$ cat config.mk
export PLATFORM = sky130hd
export DESIGN_NAME = bcd_rtc_core
export DESIGN_NICKNAME = d
export VERILOG_FILES = /design/src/rtl/bcd_rtc_pkg.sv /design/src/rtl/bcd_rtc_prescale.sv /design/src/rtl/bcd_rtc_calendar.sv /design/src/rtl/bcd_rtc_regs.sv /design/src/rtl/bcd_rtc_core.sv
export SDC_FILE = /design/constraint.sdc
export NUM_CORES = 1
export LEC_CHECK = 0
export ABC_AREA = 0
export BUFFER_PORTS_ARGS = -buffer_cell sky130_fd_sc_hd__buf_2
export CAP_MARGIN = 40
export CORE_MARGIN = 2
export CORE_UTILIZATION = 55
export CTS_CLUSTER_SIZE = 8
export DETAILED_ROUTE_END_ITERATION = 16
export GPL_TIMING_DRIVEN = 0
export PLACE_DENSITY = 0.8
export SLEW_MARGIN = 10
export SYNTH_ARGS = -nofsm -noshare
export SYNTH_HDL_FRONTEND = slang
export SYNTH_HIERARCHICAL = 1
export SYNTH_SLANG_ARGS = --single-unit
$ cat constraint.sdc
create_clock -name clk -period 7.6 [get_ports clk]
set_input_delay 0.38 -clock clk [delete_from_list [all_inputs] [get_ports clk]]
set_output_delay 0.38 -clock clk [all_outputs]
set_load 0.02 [all_outputs]
$ cat src/rtl/bcd_rtc_pkg.sv
package bcd_rtc_pkg;

  localparam logic [7:0] A_SEC   = 8'h00;
  localparam logic [7:0] A_MIN   = 8'h04;
  localparam logic [7:0] A_HOUR  = 8'h08;
  localparam logic [7:0] A_DAY   = 8'h0C;
  localparam logic [7:0] A_MON   = 8'h10;
  localparam logic [7:0] A_YEAR  = 8'h14;
  localparam logic [7:0] A_WDAY  = 8'h18;
  localparam logic [7:0] A_CTRL  = 8'h40;
  localparam logic [7:0] A_STAT  = 8'h44;
  localparam logic [7:0] A_IEN   = 8'h48;

  typedef struct packed {
    logic [7:0] sec;
    logic [7:0] min;
    logic [7:0] hour;
    logic [7:0] day;
    logic [7:0] mon;
    logic [7:0] year;
    logic [7:0] wday;
  } rtc_time_t;

  // one-step increment of a two-digit BCD byte
  function automatic logic [7:0] bcd_inc(input logic [7:0] v);
    if (v[3:0] == 4'd9) return {v[7:4] + 4'd1, 4'd0};
    else                return v + 8'd1;
  endfunction

  // BCD year divisible by four: (10*t + u) mod 4 == (2*t + u) mod 4
  function automatic logic is_leap(input logic [7:0] y);
    logic [3:0] m;
    m = (y[4] ? 4'd2 : 4'd0) + y[3:0];
    return (m[1:0] == 2'd0);
  endfunction

  function automatic logic [7:0] last_day(input logic [7:0] mon, input logic [7:0] year);
    case (mon)
      8'h02:                      return is_leap(year) ? 8'h29 : 8'h28;
      8'h04, 8'h06, 8'h09, 8'h11: return 8'h30;
      default:                    return 8'h31;
    endcase
  endfunction

endpackage

$ cat src/rtl/bcd_rtc_prescale.sv
module bcd_rtc_prescale #(
  parameter int PRESCALE = 32768
) (
  input  logic clk,
  input  logic rst_n,
  input  logic tick_i,
  input  logic run_i,
  input  logic clr_i,
  output logic busy_o,
  output logic sec_stb_o
);
  localparam int CW = (PRESCALE > 2) ? $clog2(PRESCALE) : 1;
  localparam logic [CW-1:0] LAST = CW'(PRESCALE - 1);

  logic [CW-1:0] cnt_q, cnt_d;
  logic          busy_q, busy_d;
  logic          stb;

  always_comb begin
    cnt_d = cnt_q;
    stb   = 1'b0;
    if (clr_i) begin
      cnt_d = '0;
    end else if (tick_i && run_i) begin
      if (cnt_q == LAST) begin
        cnt_d = '0;
        stb   = 1'b1;
      end else begin
        cnt_d = cnt_q + 1'b1;
      end
    end
    busy_d = (cnt_d == LAST);
  end

  always_ff @(posedge clk or negedge rst_n) begin
    if (!rst_n) begin
      cnt_q  <= '0;
      busy_q <= 1'b0;
    end else begin
      cnt_q  <= cnt_d;
      busy_q <= busy_d;
    end
  end

  assign busy_o    = busy_q;
  assign sec_stb_o = stb;

  // busy lasts no longer than one reference period while running
  a_r4_busy_one_period: assert property (@(posedge clk) disable iff (!rst_n)
    (busy_q && tick_i && run_i && !clr_i) |=> !busy_q);

  // an update only happens at the end of a busy window
  a_r4_update_inside_busy: assert property (@(posedge clk) disable iff (!rst_n)
    sec_stb_o |-> busy_q);

endmodule

$ cat src/rtl/bcd_rtc_calendar.sv
module bcd_rtc_calendar
  import bcd_rtc_pkg::*;
(
  input  logic       clk,
  input  logic       rst_n,
  input  logic       sec_stb_i,
  input  logic       mode12_i,
  input  logic       wr_i,
  input  logic [7:0] addr_i,
  input  logic [7:0] wdata_i,
  output rtc_time_t  time_o,
  output logic [3:0] ev_o,
  output logic       sec_wr_o
);
  rtc_time_t  t_q, t_d;
  logic [3:0] ev;
  logic       day_roll;
  logic [7:0] h12;

  always_comb begin
    t_d      = t_q;
    ev       = 4'b0;
    day_roll = 1'b0;
    h12      = {3'b0, t_q.hour[4:0]};
    if (sec_stb_i) begin
      ev[0] = 1'b1;
      if (t_q.sec == 8'h59) begin
        t_d.sec = 8'h00;
        ev[1]   = 1'b1;
        if (t_q.min == 8'h59) begin
          t_d.min = 8'h00;
          ev[2]   = 1'b1;
          if (mode12_i) begin
            if (h12 == 8'h11) begin
              t_d.hour = {~t_q.hour[7], 7'h12};
              day_roll = t_q.hour[7];
            end else if (h12 == 8'h12) begin
              t_d.hour = {t_q.hour[7], 7'h01};
            end else begin
              t_d.hour = {t_q.hour[7], 2'b0, bcd_inc(h12)[4:0]};
            end
          end else if (t_q.hour == 8'h23) begin
            t_d.hour = 8'h00;
            day_roll = 1'b1;
          end else begin
            t_d.hour = bcd_inc(t_q.hour);
          end
        end else begin
          t_d.min = bcd_inc(t_q.min);
        end
      end else begin
        t_d.sec = bcd_inc(t_q.sec);
      end
    end
    if (day_roll) begin
      ev[3]    = 1'b1;
      t_d.wday = (t_q.wday == 8'h06) ? 8'h00 : t_q.wday + 8'h01;
      if (t_q.day == last_day(t_q.mon, t_q.year)) begin
        t_d.day = 8'h01;
        if (t_q.mon == 8'h12) begin
          t_d.mon  = 8'h01;
          t_d.year = (t_q.year == 8'h99) ? 8'h00 : bcd_inc(t_q.year);
        end else begin
          t_d.mon = bcd_inc(t_q.mon);
        end
      end else begin
        t_d.day = bcd_inc(t_q.day);
      end
    end
    // a bus write to a field overrides any update of that field
    if (wr_i) begin
      case (addr_i)
        A_SEC:   t_d.sec  = wdata_i;
        A_MIN:   t_d.min  = wdata_i;
        A_HOUR:  t_d.hour = wdata_i;
        A_DAY:   t_d.day  = wdata_i;
        A_MON:   t_d.mon  = wdata_i;
        A_YEAR:  t_d.year = wdata_i;
        A_WDAY:  t_d.wday = wdata_i;
        default: ;
      endcase
    end
  end

  always_ff @(posedge clk or negedge rst_n) begin
    if (!rst_n) begin
      t_q <= '{sec: 8'h00, min: 8'h00, hour: 8'h00, day: 8'h01,
               mon: 8'h01, year: 8'h00, wday: 8'h00};
    end else begin
      t_q <= t_d;
    end
  end

  assign time_o   = t_q;
  assign ev_o     = ev;
  assign sec_wr_o = wr_i && (addr_i == A_SEC);

  // without an update strobe or a write, the calendar holds
  a_r7_hold_without_strobe: assert property (@(posedge clk) disable iff (!rst_n)
    (!sec_stb_i && !wr_i) |=> $stable(t_q));

  // seconds 59 wrap to 00 on an update
  a_r5_seconds_wrap: assert property (@(posedge clk) disable iff (!rst_n)
    (sec_stb_i && !wr_i && t_q.sec == 8'h59) |=> (t_q.sec == 8'h00));

endmodule

$ cat src/rtl/bcd_rtc_regs.sv
module bcd_rtc_regs
  import bcd_rtc_pkg::*;
(
  input  logic       clk,
  input  logic       rst_n,
  input  logic       wr_i,
  input  logic [7:0] addr_i,
  input  logic [7:0] wdata_i,
  input  rtc_time_t  time_i,
  input  logic       busy_i,
  input  logic [3:0] ev_i,
  output logic [7:0] rdata_o,
  output logic       run_o,
  output logic       mode12_o,
  output logic       irq_o
);
  logic       run_q, run_d, m12_q, m12_d, ien_q, ien_d, pwr_q, pwr_d;
  logic [3:0] ev_q, ev_d, ev_clr;
  logic       wr_ctrl, wr_stat, wr_ien;
  logic       unused_wbits;

  assign wr_ctrl = wr_i && (addr_i == A_CTRL);
  assign wr_stat = wr_i && (addr_i == A_STAT);
  assign wr_ien  = wr_i && (addr_i == A_IEN);
  assign unused_wbits = ^{wdata_i[6], wdata_i[1]};

  always_comb begin
    run_d  = wr_ctrl ? wdata_i[0] : run_q;
    m12_d  = wr_ctrl ? wdata_i[3] : m12_q;
    ien_d  = wr_ien  ? wdata_i[2] : ien_q;
    ev_clr = wr_stat ? wdata_i[5:2] : 4'b0;
    ev_d   = (ev_q & ~ev_clr) | ev_i;
    pwr_d  = pwr_q & ~(wr_stat & wdata_i[7]);
  end

  always_ff @(posedge clk or negedge rst_n) begin
    if (!rst_n) begin
      run_q <= 1'b0;
      m12_q <= 1'b0;
      ien_q <= 1'b0;
      ev_q  <= 4'b0;
      pwr_q <= 1'b1;
    end else begin
      run_q <= run_d;
      m12_q <= m12_d;
      ien_q <= ien_d;
      ev_q  <= ev_d;
      pwr_q <= pwr_d;
    end
  end

  always_comb begin
    case (addr_i)
      A_SEC:   rdata_o = time_i.sec;
      A_MIN:   rdata_o = time_i.min;
      A_HOUR:  rdata_o = time_i.hour;
      A_DAY:   rdata_o = time_i.day;
      A_MON:   rdata_o = time_i.mon;
      A_YEAR:  rdata_o = time_i.year;
      A_WDAY:  rdata_o = time_i.wday;
      A_CTRL:  rdata_o = {4'b0, m12_q, 2'b0, run_q};
      A_STAT:  rdata_o = {pwr_q, 1'b0, ev_q, run_q, busy_i & run_q};
      A_IEN:   rdata_o = {5'b0, ien_q, 2'b0};
      default: rdata_o = 8'h00;
    endcase
  end

  assign run_o    = run_q;
  assign mode12_o = m12_q;
  assign irq_o    = ien_q & ev_q[0];

  // the power-up marker never sets again after reset
  a_r2_powerup_never_sets: assert property (@(posedge clk) disable iff (!rst_n)
    1'b1 |=> !$rose(pwr_q));

  // a minute event stays set until software clears it
  a_r11_minute_event_sticky: assert property (@(posedge clk) disable iff (!rst_n)
    (ev_q[1] && !(wr_stat && wdata_i[3])) |=> ev_q[1]);

endmodule

$ cat src/rtl/bcd_rtc_core.sv
module bcd_rtc_core
  import bcd_rtc_pkg::*;
#(
  parameter int PRESCALE = 32768
) (
  input  logic       clk,
  input  logic       rst_n,
  input  logic       ref_tick,
  input  logic       bus_wr,
  input  logic [7:0] bus_addr,
  input  logic [7:0] bus_wdata,
  output logic [7:0] bus_rdata,
  output logic       sec_irq
);
  logic [1:0] rst_sync_q;
  logic       srst_n;
  logic       run, mode12, busy, sec_stb, sec_wr;
  logic [3:0] ev;
  rtc_time_t  cur_time;

  always_ff @(posedge clk or negedge rst_n) begin
    if (!rst_n) rst_sync_q <= 2'b00;
    else        rst_sync_q <= {rst_sync_q[0], 1'b1};
  end
  assign srst_n = rst_sync_q[1];

  bcd_rtc_prescale #(.PRESCALE(PRESCALE)) u_pre (
    .clk(clk), .rst_n(srst_n), .tick_i(ref_tick), .run_i(run),
    .clr_i(sec_wr), .busy_o(busy), .sec_stb_o(sec_stb)
  );

  bcd_rtc_calendar u_cal (
    .clk(clk), .rst_n(srst_n), .sec_stb_i(sec_stb), .mode12_i(mode12),
    .wr_i(bus_wr), .addr_i(bus_addr), .wdata_i(bus_wdata),
    .time_o(cur_time), .ev_o(ev), .sec_wr_o(sec_wr)
  );

  bcd_rtc_regs u_regs (
    .clk(clk), .rst_n(srst_n), .wr_i(bus_wr), .addr_i(bus_addr),
    .wdata_i(bus_wdata), .time_i(cur_time), .busy_i(busy), .ev_i(ev),
    .rdata_o(bus_rdata), .run_o(run), .mode12_o(mode12), .irq_o(sec_irq)
  );

endmodule

* Yosys cells after proc, flatten, opt, wreduce, memory -nomap -nowiden *
Index checks and enable logic that the tools add are counted.

storage, ports and cells
  register bits after elaboration = 82
  bits in latches = 0
  RAM bits = 0
  ROM bits = 0
  input bits = 20
  memories = 0

cells by class
  add/sub/neg operators = 17
  multipliers = 0
  divide/modulo/power cells = 0
  order comparisons = 0
  equal/unequal tests = 31
  shifts and indexed selects = 0
  mux-type cells = 53
  bitwise logic cells = 9
  reductions and logical operators = 8

operators by type and width
  kind                   number
  $mux 8                 25
  $pmux 8 s10            1
  $add 8x1->8 const B    7
  $mux 56                1
  $mux 15                3
  $eq 8x5->1 const B     5
  $eq 8x7->1 const B     5
  $eq 8x3->1 const B     4
  $mux 16                2
  $mux 32                1
  $eq 15x15->1 const B   2
  $add 4x1->4 const B    6
  $eq 4x4->1 const B     6
  $eq 8x4->1 const B     3
  $mux 24                1
  $pmux 8 s2             1
  $add 15x1->15 const B  1
  $mux 1                 12
  $eq 5x5->1 const B     2
  $mux 5                 2
  $eq 8x2->1 const B     1
  $eq 8x6->1 const B     1
  $eq 8x8->1             1
  $eq 8x8->1 const B     1
  15 further kinds       24

* Depth between registers and ports, before layout *
  word-level depth = 12
  gate-level depth with buffers = 15
  gate-level depth less buffers = 13

* Cells and area by module *
The synthesis kept the hierarchy.

by module, submodules not included
  module            times used  cells each  area an instance (um2)
  bcd_rtc_calendar  1           531         4,383.0
  bcd_rtc_regs      1           124         1,079.8
  bcd_rtc_prescale  1           95          887.1
  bcd_rtc_core      1           3           53.8

* Least setup slack after synthesis *
No wires, ideal clock.

  kind = input port to flip-flop
  from = input bus_addr[3]
  to = register u_cal.t_q, in the netlist u_cal/time_o[23]
  library setup time = 0.082 ns
  arrival time = 3.434 ns
  required time = 7.518 ns
  setup slack = 4.084 ns
  stages = 12
  path buffers = 4
  cell sequence = clkbuf_1 > nor4_1 > clkbuf_1 > buf_1 > nor3_1 > nand2_2 > or4_4 > buf_6 > nor3_4 > nand4_4 > or4_1 > a31oi_1

RTL lines
  element               line                    text
  start, declared       bcd_rtc_core.sv:10      input logic [7:0] bus_addr,
  end signal, assigned  bcd_rtc_calendar.sv:87  t_q <= '{sec: 8'h00, min: 8'h00, hour: 8'h00, day: 8'h01,
  end signal, assigned  bcd_rtc_calendar.sv:90  t_q <= t_d;
  end, declared         bcd_rtc_calendar.sv:15  rtc_time_t t_q, t_d;

==> flow_summary.yaml <==
logic_synthesis:
  yosysWarnings: 6
  synth_edf_count: 0
  syn_area_mm2: 0.00640
  synth_cells: 753
  yosysTopAreaCellShare_pct: 30.9
  yosysTopAreaCell: "dfrtp_1"
  synthFlopType: "dfrtp_1"
  ys_top_cells_by_count: "84 x nand2_1, 79 x dfrtp_1, 56 x o21ai_0, 51 x nor2_1, 46 x a21oi_1"
  synth.most_common_cell: "nand2_1"
  synth_seq_cells: 82
  synth_area_leaders: "dfrtp_1 31%, nand2_1 4.9%, o21ai_0 4.4%"
  avgSynthCellArea_um2: 8.50
  synth.net_count: 795
  synth_async_sr_flop_share_pct: 100
  synth_cell_types: 97
  ys_seq_area_share_pct: 32.1
clocking:
  cts_sinks: 82
  cts_post_setup_buffers_inserted: 0
  root_buffer: "clkbuf_16"
  cts_resized: 0
  clk_pin_slew_worst_paths_ps: 70
  numCtsBuffers: 9
  cts_hold_buf: 1
  clk_latency_ps: 350
  ctsHtreeMaxLevel: 3
  cts_buffer_depth: 2
  cts_tree: "done"
floorplan:
  die_x_um: 112
  start_util_pct: 56.3
  die_area_mm2: 0.0125
  core_area_mm2: 0.0114
  die_h_um: 112
  fp-row-count: 39
  top_level_ports: 29
grt:
  grt_pass1_vias: 5953
  overflow: 0
  grt_use_total_pct: 31.2
  grt_pass1_wl_mm: 31.0
  antenna_found_initial: 0
  grt_max_degree: 42
timing:
  hold_violations: 0
  min_period_over_period_pct: 62.4
  drv_slew: 0
  finalCriticalPeriod_ps: 4740
  skew_ps: 7.72
  rsz0062_at_grt: "false"
  worstMarginPinSlew_ps: 945
  fin_setup_tns_ps: 0
  max_freq_ghz: 0.211
  setup_violations: 0
  whs_ps: 329
  slew_headroom_pct: 36.5
  worst_slack_ps: 2860
critical_path:
  required_ps: 7840
  worstPathArrival_ps: 4980
  critPathMaxFanout: 10
  end_kind: "flop"
  path_class: "in2reg"
  r2r_start: "u_pre/cnt_q[0]"
  critPathLaunchType: "primary input"
  setup.worst_path.start: "bus_wr"
drt:
  wl_per_cell_um: 20.6
  drtIter0Drc: 835
  drc: 0
  vias_per_cell: 6.71
  drtAntennaViolNets: 0
  first_pass_iters: 8
  wirelength_mm: 19.5
  vias: 6351
finish:
  fill_cells: 962
  nets: 840
  final_cells: 946
  drive_gt1_share_pct: 14.9
  synthToLayoutAreaGrowth_pct: 10.2
  final_util_pct: 62.1
  diodes: 0
power:
  pwr_density_cell_mw_per_mm2: 152
  leakagePower_nw: 2.99
  ir_worst_vdd_v: 0.000140
placed_design:
  dp_hpwl_mm: 14.0
  dp_worst_setup_slack_ps: 2780
  port_buffers: 28
  gp_congestion: 0.953
  place_inst: 929
run:
  maxCapViolations: 0
worst_hold_path:
  hold_path.class: "reg2async"
outcome:
  status: "finished, final reports clean"
-- worst max-delay path, cell delays in order --
cell	delay [ps]
buf_2	200
nor2b_1	200
nand3_1	170
nor4_1	610
buf_2	280
clkbuf_1	350
buf_1	400
nor3_1	250
and4b_2	290
nand4_1	310
clkinv_1	380
nand2_1	220
inv_1	130
clkbuf_1	270
o21ai_0	150
a21oi_1	110
o31ai_1	260
-- kinds of logic (layout without fill, tap and decap cells) --
group	count (synthesis)	after routing	share of synthesized area [%]
other	1	1	0.0586
AOI/OAI and AO/OA	196	196	20.0
muxes	30	30	5.69
adders and majority gates	22	22	4.30
buffers and inverters	78	128	5.82
and+or+nand+nor	309	309	27.2
DFF	82	82	32.1
xor gates and xnor gates	35	35	4.79
-- area by class of cell --
class	instances	area [um^2]	share of cell area, %
plain buffers	49	264	3.74
clock buffers	10	229	3.24
clock inverters	6	51.3	0.727
inverters	29	109	1.54
multi-input cells	593	3980	56.3
flip-flops and latches	82	2060	29.2
well taps	143	179	2.54
repair buffers	34	190	2.70
-- final timing paths --
check,slack (ps),depth (start not counted),to
worst max-delay path,2860,17,u_cal/time_o[27]
worst max register to register,2940,14,u_cal/time_o[27]
min in group clk,370,0,rst_sync_q[1]
worst min register to register,330,0,u_pre/cnt_q[0]
max in group asynchronous,6590,1,u_regs/pwr_q
worst min-delay path,330,0,u_pre/cnt_q[0]
-- routing by layer --
metal | vias up | track usage (%) | wire, um
met2 | 404 | 47.6 | 8700
met4 | 0 | 16.8 | 973
met3 | 76 | 6.04 | 1810
li1 | 2854 | - | -
met1 | 3017 | 42.1 | 8030
met5 | - | 0 | 0
-- metrics by stage --
| stage | total power [mW] | area [um^2] |
|---|---|---|
| 3_3_place_gp | 0.646 | 6720 |
| 4_1_cts | 1.08 | 7060 |
| 5_1_grt | 1.12 | 7060 |
| 6_report | 1.07 | 7060 |
| 2_1_floorplan | 0.596 | 6400 |
| 3_5_place_dp | 0.654 | 6770 |
-- cell usage in the layout, fill, tap and decap left out, types with 10 or more instances in the layout --
| cell | n |
|---|---|
| a31oi_1 | 10 |
| inv_1 | 28 |
| nor2_1 | 51 |
| nand4_1 | 20 |
| clkbuf_1 | 24 |
| dfrtp_1 | 78 |
| nand2_1 | 84 |
| buf_2 | 46 |
| mux2i_1 | 15 |
| mux2_2 | 10 |
| nand3b_1 | 10 |
| ha_1 | 22 |
| nor4_1 | 10 |
| xnor2_1 | 17 |
| o31ai_1 | 13 |
| nand3_1 | 38 |
| xor2_1 | 18 |
| o21ai_0 | 56 |
| nor3_1 | 13 |
| a21oi_1 | 46 |
-- report_power, final --
group,internal (mW),switching [mW],total (mW)
registers,0.459,0.0424,0.501
logic,0.0599,0.0921,0.152
clock network,0.225,0.194,0.419
total,0.744,0.328,1.07
-- sequential cells by signal, indices dropped and copies added (netlist names) --
name	flops
u_regs/run_o	1
u_regs/ien_q	1
u_cal/time_o	56
u_regs/pwr_q	1
u_regs/ev_q	4
rst_sync_q	2
u_pre/busy_o	1
u_regs/mode12_o	1
u_pre/cnt_q	15
Power figures use the tool's default switching activity.
